$ cat src/rtl/mtx_pkg.sv
// Shared types for the monitor message transmitter.
package mtx_pkg;
    typedef enum logic [1:0] {
        ST_IDLE, // no transfer; slot released
        ST_ARM,  // start accepted, waiting for the receiver to be idle
        ST_SEND, // a byte is held, waiting for a pre-acknowledge
        ST_ACK   // pre-acknowledge seen, expecting the acknowledge
    } mtx_state_e;
endpackage

$ cat src/rtl/mtx_msg_buf.sv
// Message byte store: one write port and one combinational read port.
// Assumes DEPTH is a power of two, so every read index is in range.
module mtx_msg_buf #(
    parameter int DEPTH = 8,
    parameter int AW    = $clog2(DEPTH)
) (
    input  logic          clk,
    input  logic          rst_n,
    input  logic          wr_en,
    input  logic [AW-1:0] wr_addr,
    input  logic [7:0]    wr_data,
    input  logic [AW-1:0] rd_addr,
    output logic [7:0]    rd_data
);
    logic [7:0] mem [DEPTH];

    for (genvar g = 0; g < DEPTH; g++) begin : g_ent
        // Each entry loads the write byte when its index is addressed.
        always_ff @(posedge clk) begin
            if (!rst_n)
                mem[g] <= '0;
            else if (wr_en && (wr_addr == AW'(g)))
                mem[g] <= wr_data;
        end
    end

    // Read port used by the controller to fetch the byte to present.
    assign rd_data = mem[rd_addr];
endmodule

$ cat src/rtl/mtx_frame_limit.sv
// Counts handshake strobes that carry no acknowledge, and flags the strobe
// that would reach LIMIT. Assumes the controller clears it on start and on
// every acknowledge, and stops ticking after the flag.
module mtx_frame_limit #(
    parameter int LIMIT = 8,
    parameter int CW    = $clog2(LIMIT + 1)
) (
    input  logic clk,
    input  logic rst_n,
    input  logic tick,
    input  logic clr,
    output logic hit
);
    logic [CW-1:0] cnt;

    // Counter of strobes without an acknowledge.
    always_ff @(posedge clk) begin
        if (!rst_n)
            cnt <= '0;
        else if (clr)
            cnt <= '0;
        else if (tick)
            cnt <= cnt + 1'b1;
    end

    // The LIMIT-th counted strobe is the one that gives up.
    assign hit = tick && (cnt == CW'(LIMIT - 1));

    p_cnt_bound_r9: assert property (@(posedge clk) disable iff (!rst_n)
        cnt <= CW'(LIMIT));
    p_hit_then_quiet_r9: assert property (@(posedge clk) disable iff (!rst_n)
        hit |=> !tick);
endmodule

$ cat src/rtl/mtx_ctrl.sv
// Handshake controller for the transmit side of the monitor channel.
// Samples a_n and updates every slot output only on frame_stb. Assumes
// frame_stb is a single-cycle pulse and that rd_data follows rd_addr
// within the same cycle.
module mtx_ctrl
    import mtx_pkg::*;
#(
    parameter int DEPTH = 8,
    parameter int AW    = $clog2(DEPTH),
    parameter int LW    = $clog2(DEPTH + 1)
) (
    input  logic          clk,
    input  logic          rst_n,
    input  logic          frame_stb,
    input  logic          start,
    input  logic [LW-1:0] msg_len,
    input  logic          a_n,
    input  logic [7:0]    rd_data,
    input  logic          limit_hit,
    output logic [AW-1:0] rd_addr,
    output logic          cnt_tick,
    output logic          cnt_clr,
    output logic [7:0]    mon_byte,
    output logic          mon_oe,
    output logic          e_n,
    output logic          done,
    output logic          aborted,
    output logic          retry
);
    mtx_state_e    state;
    logic [AW-1:0] idx;
    logic [LW-1:0] len;
    logic          held;
    logic          last_r;

    logic          len_ok, accept, a_rest, preack, ack_ok, more;

    // Decode the start request, the handshake events and the read index.
    always_comb begin
        len_ok   = (msg_len != '0) && (msg_len <= LW'(DEPTH));
        accept   = (state == ST_IDLE) && start && len_ok;
        a_rest   = (idx == '0);
        preack   = (state == ST_SEND) && held && (a_n != a_rest);
        ack_ok   = (state == ST_ACK) && !a_n;
        more     = (LW'(idx) + 1'b1) < len;
        cnt_tick = frame_stb && ((state == ST_SEND) || ((state == ST_ACK) && a_n));
        cnt_clr  = accept || (frame_stb && ack_ok);
        rd_addr  = (state == ST_SEND) ? idx + 1'b1 : '0;
    end

    // Protocol state machine; slot outputs move only on the frame strobe.
    always_ff @(posedge clk) begin
        if (!rst_n) begin
            state    <= ST_IDLE;
            idx      <= '0;
            len      <= '0;
            held     <= 1'b0;
            last_r   <= 1'b0;
            mon_byte <= '0;
            mon_oe   <= 1'b0;
            e_n      <= 1'b1;
            done     <= 1'b0;
            aborted  <= 1'b0;
            retry    <= 1'b0;
        end else begin
            done  <= 1'b0;
            retry <= 1'b0;
            case (state)
                ST_IDLE: begin
                    if (accept) begin
                        len     <= msg_len;
                        aborted <= 1'b0;
                        state   <= ST_ARM;
                    end
                end
                ST_ARM: begin
                    if (frame_stb && a_n) begin
                        idx      <= '0;
                        mon_byte <= rd_data;
                        mon_oe   <= 1'b1;
                        e_n      <= 1'b0;
                        held     <= 1'b0;
                        last_r   <= 1'b0;
                        state    <= ST_SEND;
                    end
                end
                ST_SEND: begin
                    if (frame_stb) begin
                        if (limit_hit) begin
                            e_n     <= 1'b1;
                            mon_oe  <= 1'b0;
                            aborted <= 1'b1;
                            state   <= ST_IDLE;
                        end else if (preack) begin
                            e_n   <= 1'b1;
                            state <= ST_ACK;
                            if (more) begin
                                idx      <= idx + 1'b1;
                                mon_byte <= rd_data;
                                last_r   <= 1'b0;
                            end else begin
                                mon_oe <= 1'b0;
                                last_r <= 1'b1;
                            end
                        end else begin
                            held <= 1'b1;
                        end
                    end
                end
                ST_ACK: begin
                    if (frame_stb) begin
                        if (ack_ok) begin
                            if (last_r) begin
                                done  <= 1'b1;
                                state <= ST_IDLE;
                            end else begin
                                e_n   <= 1'b0;
                                held  <= 1'b1;
                                state <= ST_SEND;
                            end
                        end else if (limit_hit) begin
                            e_n     <= 1'b1;
                            mon_oe  <= 1'b0;
                            aborted <= 1'b1;
                            state   <= ST_IDLE;
                        end else begin
                            retry    <= 1'b1;
                            idx      <= '0;
                            mon_byte <= rd_data;
                            mon_oe   <= 1'b1;
                            e_n      <= 1'b0;
                            held     <= 1'b0;
                            last_r   <= 1'b0;
                            state    <= ST_SEND;
                        end
                    end
                end
                default: state <= ST_IDLE;
            endcase
        end
    end

    p_off_means_e_high_r10: assert property (@(posedge clk) disable iff (!rst_n)
        !mon_oe |-> e_n);
    p_strobe_paced_r4: assert property (@(posedge clk) disable iff (!rst_n)
        !frame_stb |=> ($stable(e_n) && $stable(mon_oe) && $stable(mon_byte)));
    p_wait_idle_rx_r3: assert property (@(posedge clk) disable iff (!rst_n)
        (state == ST_ARM && frame_stb && !a_n) |=> (state == ST_ARM && e_n));
    p_done_released_r7: assert property (@(posedge clk) disable iff (!rst_n)
        done |-> (e_n && !mon_oe && state == ST_IDLE));
    p_retry_fresh_r8: assert property (@(posedge clk) disable iff (!rst_n)
        retry |-> (!e_n && mon_oe && state == ST_SEND && idx == '0));
    p_abort_quiet_r9: assert property (@(posedge clk) disable iff (!rst_n)
        $rose(aborted) |-> (e_n && !mon_oe && state == ST_IDLE));
endmodule

$ cat src/rtl/mon_msg_tx.sv
// Top of the monitor message transmitter: byte store, handshake controller
// and frame limit counter. Assumes frame_stb lasts one clock per frame and
// that the buffer is not rewritten during a transfer.
module mon_msg_tx #(
    parameter int DEPTH    = 8,
    parameter int MAX_WAIT = 8,
    localparam int AW      = $clog2(DEPTH),
    localparam int LW      = $clog2(DEPTH + 1)
) (
    input  logic          clk,
    input  logic          rst_n,
    input  logic          frame_stb,
    input  logic          wr_en,
    input  logic [AW-1:0] wr_addr,
    input  logic [7:0]    wr_data,
    input  logic          start,
    input  logic [LW-1:0] msg_len,
    input  logic          a_n,
    output logic [7:0]    mon_byte,
    output logic          mon_oe,
    output logic          e_n,
    output logic          done,
    output logic          aborted,
    output logic          retry
);
    logic [AW-1:0] rd_addr;
    logic [7:0]    rd_data;
    logic          cnt_tick, cnt_clr, limit_hit;

    mtx_msg_buf #(.DEPTH(DEPTH), .AW(AW)) buf_i (
        .clk(clk), .rst_n(rst_n), .wr_en(wr_en), .wr_addr(wr_addr),
        .wr_data(wr_data), .rd_addr(rd_addr), .rd_data(rd_data)
    );

    mtx_frame_limit #(.LIMIT(MAX_WAIT)) lim_i (
        .clk(clk), .rst_n(rst_n), .tick(cnt_tick), .clr(cnt_clr), .hit(limit_hit)
    );

    mtx_ctrl #(.DEPTH(DEPTH), .AW(AW), .LW(LW)) ctrl_i (
        .clk(clk), .rst_n(rst_n), .frame_stb(frame_stb), .start(start),
        .msg_len(msg_len), .a_n(a_n), .rd_data(rd_data), .limit_hit(limit_hit),
        .rd_addr(rd_addr), .cnt_tick(cnt_tick), .cnt_clr(cnt_clr),
        .mon_byte(mon_byte), .mon_oe(mon_oe), .e_n(e_n), .done(done),
        .aborted(aborted), .retry(retry)
    );
endmodule

$ cat config.mk
export PLATFORM = sky130hd
export DESIGN_NAME = mon_msg_tx
export DESIGN_NICKNAME = d
export VERILOG_FILES = /design/src/rtl/mtx_pkg.sv /design/src/rtl/mtx_msg_buf.sv /design/src/rtl/mtx_frame_limit.sv /design/src/rtl/mtx_ctrl.sv /design/src/rtl/mon_msg_tx.sv
export SDC_FILE = /design/constraint.sdc
export NUM_CORES = 1
export LEC_CHECK = 0
export ABC_AREA = 1
export CORE_AREA = 2 2 98 100
export CTS_CLUSTER_SIZE = 14
export DETAILED_ROUTE_END_ITERATION = 10
export DIE_AREA = 0 0 100 102
export PLACE_DENSITY_LB_ADDON = 0.08
export SKIP_CTS_REPAIR_TIMING = 1
export SYNTH_ARGS = -nofsm -noshare
export SYNTH_HDL_FRONTEND = slang
export SYNTH_SLANG_ARGS = --single-unit
$ cat constraint.sdc
create_clock -name clk -period 1.85 [get_ports clk]
set_input_delay 0.37 -clock clk [delete_from_list [all_inputs] [get_ports clk]]
set_output_delay 0.37 -clock clk [all_outputs]
set_load 0.02 [all_outputs]
==> metrics.yaml <==
detailed_routing:
  drt.antenna.violating_nets: 0
  vias: 3926
  dr.pass1.iters: 5
  dr.first_iter.drc_count: 262
  drc: 0
  vias_per_cell: 5.001
  drt-total-wl_mm: 11.01
  wire_per_inst_um: 14.02
pwr:
  p_per_area_mw_per_mm2: 927.4
  swShare_pct: 32.35
  p_int_mw: 3.620
  vdd_drop_max_mv: 0.4409
  power_frac_comb_pct: 26.5
  power_leakage_nw: 2.685
  p_switching_mw: 1.731
  p_seq_share_pct: 46.2
  clock_power_share_pct: 27.2
clocking:
  cts_tree: "yes"
  cts_num_sinks: 92
  cts_buffers: 9
  h-tree-depth: 3
  cts.path.max_buffers: 2
  clk_latency_ps: 360
  root_buffer: "clkbuf_8"
  cts.reportedPaths.clkPinSlew_ps: 100
run_status:
  status: "finished with violations"
  violations: "negative setup slack"
place:
  hpwl_mm: 7.526
  io_buffers: 33
  placed_cell_area_mm2: 0.005363
  gp_congestion: 0.8583
floorplan:
  placement_rows: 35
  start_util_pct: 51.68
  die_x_um: 100
  pin_count: 34
  die_h_um: 102
  core_mm2: 0.009109
  die-area_mm2: 0.01020
global_routing:
  grt.total_usage_pct: 22.22
  grt_pass1_wl_mm: 17.44
  overflow: 0
  grt_max_degree: 38
  antenna_found_initial: 0
  grt_pass1_vias: 3607
critical_path:
  critPathMaxFanout: 6
  cp.required_ps: 2150
  worstSetupEndpointType: "flip-flop"
  reg2reg_to: "ctrl_i.mon_byte[6]"
  cp-start-kind: "flip-flop"
  reg2reg_slack_ps: -80
  path_class: "reg -> reg"
  worstPathArrival_ps: 2230
  timing.rr.start: "ctrl_i.idx[0]"
  rr_worst_depth: 13
sta:
  setup-violations-final: 9
  worst_slew_pin_slew_ps: 414.9
  rsz0062_at_grt: "yes"
  finalCriticalPeriod_ps: 1935
  hold_ws_ps: 463.7
  finClkSkew_ps: 6.938
  relSlewSlack_pct: 72.31
  drv_slew: 0
  finalHoldViolations: 0
  fmax_mhz: 516.9
  setup_ws_ps: -84.57
  finalCritPeriodShare_pct: 104.6
final_layout:
  design_area_mm2: 0.005769
  drive_gt1_share_pct: 13.65
  nFillCells: 819
  antenna_cells: 0
  layout_commonest_cell: "nand2_1"
  mostFrequentLayoutCells: "nand2_1, nor2_1, inv_1, edfxtp_1, nand3_1"
  nNetsFinal: 696
  area_growth_pct: 22.57
synthesis:
  ys_seq_elements: 92
  yosysTopAreaCellShare_pct: 40.83
  synth_compound_area_share_pct: 2.685
  netlist_area_mm2: 0.004707
  synth_mux_area_share_pct: 0
  synth_xor_area_share_pct: 0.3721
  synth_area_leader_cell: "edfxtp_1"
  yosysSeqAreaShare_pct: 52.74
  netlist_instances: 608
  yosysWarningCount: 0
  synth_area_per_cell_um2: 7.742
  synthSimpleGateAreaFrac_pct: 32.00
  synthesis.nets: 635
  yosys-top-cells-area: "edfxtp_1, nand2_1, dfxtp_1"
  synth_adder_area_share_pct: 1.595
  synth_cell_types: 28
  synth_top_family_by_area: "simple AND/OR/NAND/NOR gates"
worst_hold_path:
  hold_class: "reg -> reg"
  hold_start: "ctrl_i.len[0]"
  whs_endpoint: "ctrl_i.len[0]"
  whs_path_depth: 2
run:
  drv_cap: 0
-- worst max-delay path, cell delays in order (launching register included) --
cell	delay [ps]
dfxtp_4	380
ha_4	160
xor2_2	170
ha_1	300
nand2_1	70
inv_2	40
nand2_2	50
nand2_2	50
nand2_2	80
nand3_4	130
clkbuf_16	190
nand2_1	70
nand2_1	60
nor2_1	110
-- cells by family after synthesis --
group	count (synthesis)
compound gates	22
xor+xnor	2
flops	92
fa+ha+maj	6
simple gates	360
buf+inv	126
-- how the worst max path moves through the flow --
stage | depth (start not counted) | slack, ps | to | startpoint
floorplan | 13 | 20 | ctrl_i.mon_byte[0] | ctrl_i.idx[0]
global placement | 9 | -70 | ctrl_i.e_n | frame_stb
detailed placement | 9 | -160 | ctrl_i.e_n | frame_stb
CTS | 11 | -60 | ctrl_i.mon_byte[1] | ctrl_i.idx[0]
global route | 13 | -130 | ctrl_i.mon_byte[6] | ctrl_i.idx[1]
finish | 13 | -80 | ctrl_i.mon_byte[6] | ctrl_i.idx[0]
-- synth_stat cells --
library cell / n
a211oi_1: 2
a21oi_1: 10
a21oi_2: 2
a31oi_1: 1
buf_2: 8
buf_4: 2
buf_6: 1
clkbuf_1: 6
clkinv_1: 1
clkinv_2: 1
dfxtp_1: 28
edfxtp_1: 64
ha_1: 6
inv_1: 104
inv_2: 3
nand2_1: 174
nand2_2: 3
nand3_1: 53
nand3_2: 2
nand3b_1: 8
nand4_1: 5
nor2_1: 110
nor2_4: 3
nor3_1: 1
nor4_1: 1
o211ai_1: 1
o21ai_0: 6
xor2_1: 2
-- registers in the layout (all words and copies together), names as in the netlist --
| signal | cells |
|---|---|
| ctrl_i.idx | 3 |
| ctrl_i.done | 1 |
| ctrl_i.e_n | 1 |
| lim_i.cnt | 4 |
| ctrl_i.held | 1 |
| ctrl_i.mon_oe | 1 |
| ctrl_i.retry | 1 |
| ctrl_i.last_r | 1 |
| ctrl_i.mon_byte | 8 |
| buf_i.mem | 64 |
| ctrl_i.state | 2 |
| ctrl_i.len | 4 |
| ctrl_i.aborted | 1 |
-- layout make-up --
class	count	area, um2	share of cell area [%]
Tap cell	111	138.9	2.407
Multi-Input combinational cell	390	1847	32.01
Inverter	109	415.4	7.200
Clock buffer	9	123.9	2.147
Timing Repair Buffer	67	661.9	11.47
Clock inverter	7	91.34	1.583
Sequential cell	92	2491	43.18
-- metrics by stage --
stage | setup TNS, ps | utilization (%) | total power [mW] | cells | setup slack, ps
CTS | -528.4 | 61.24 | 5.207 | 781 | -59.37
detailed placement | -1765 | 58.87 | 3.760 | 765 | -160.6
global placement | -876.4 | 58.87 | 3.729 | 765 | -71.69
finish | -270.6 | 63.34 | 5.351 | 785 | -84.57
global route | -1045 | 63.34 | 5.639 | 785 | -133.4
floorplan | 0 | - | 3.305 | 608 | 16.73
-- power by group through the flow --
stage | registers (mW) | logic, mW | clock network, mW
after floorplan | 2.52 | 0.780 | 0
after global placement | 2.50 | 1.23 | 0
after detailed placement | 2.51 | 1.25 | 0
after CTS | 2.46 | 1.26 | 1.49
after global routing | 2.49 | 1.58 | 1.56
final | 2.47 | 1.42 | 1.46
-- metal layers --
metal	wire (um)	global-route usage (%)
met1	4614	28.99
met3	606	3.352
met2	5683	38.88
met4	100	6.322
met5	0	0
(Power assumes the default switching activity.)
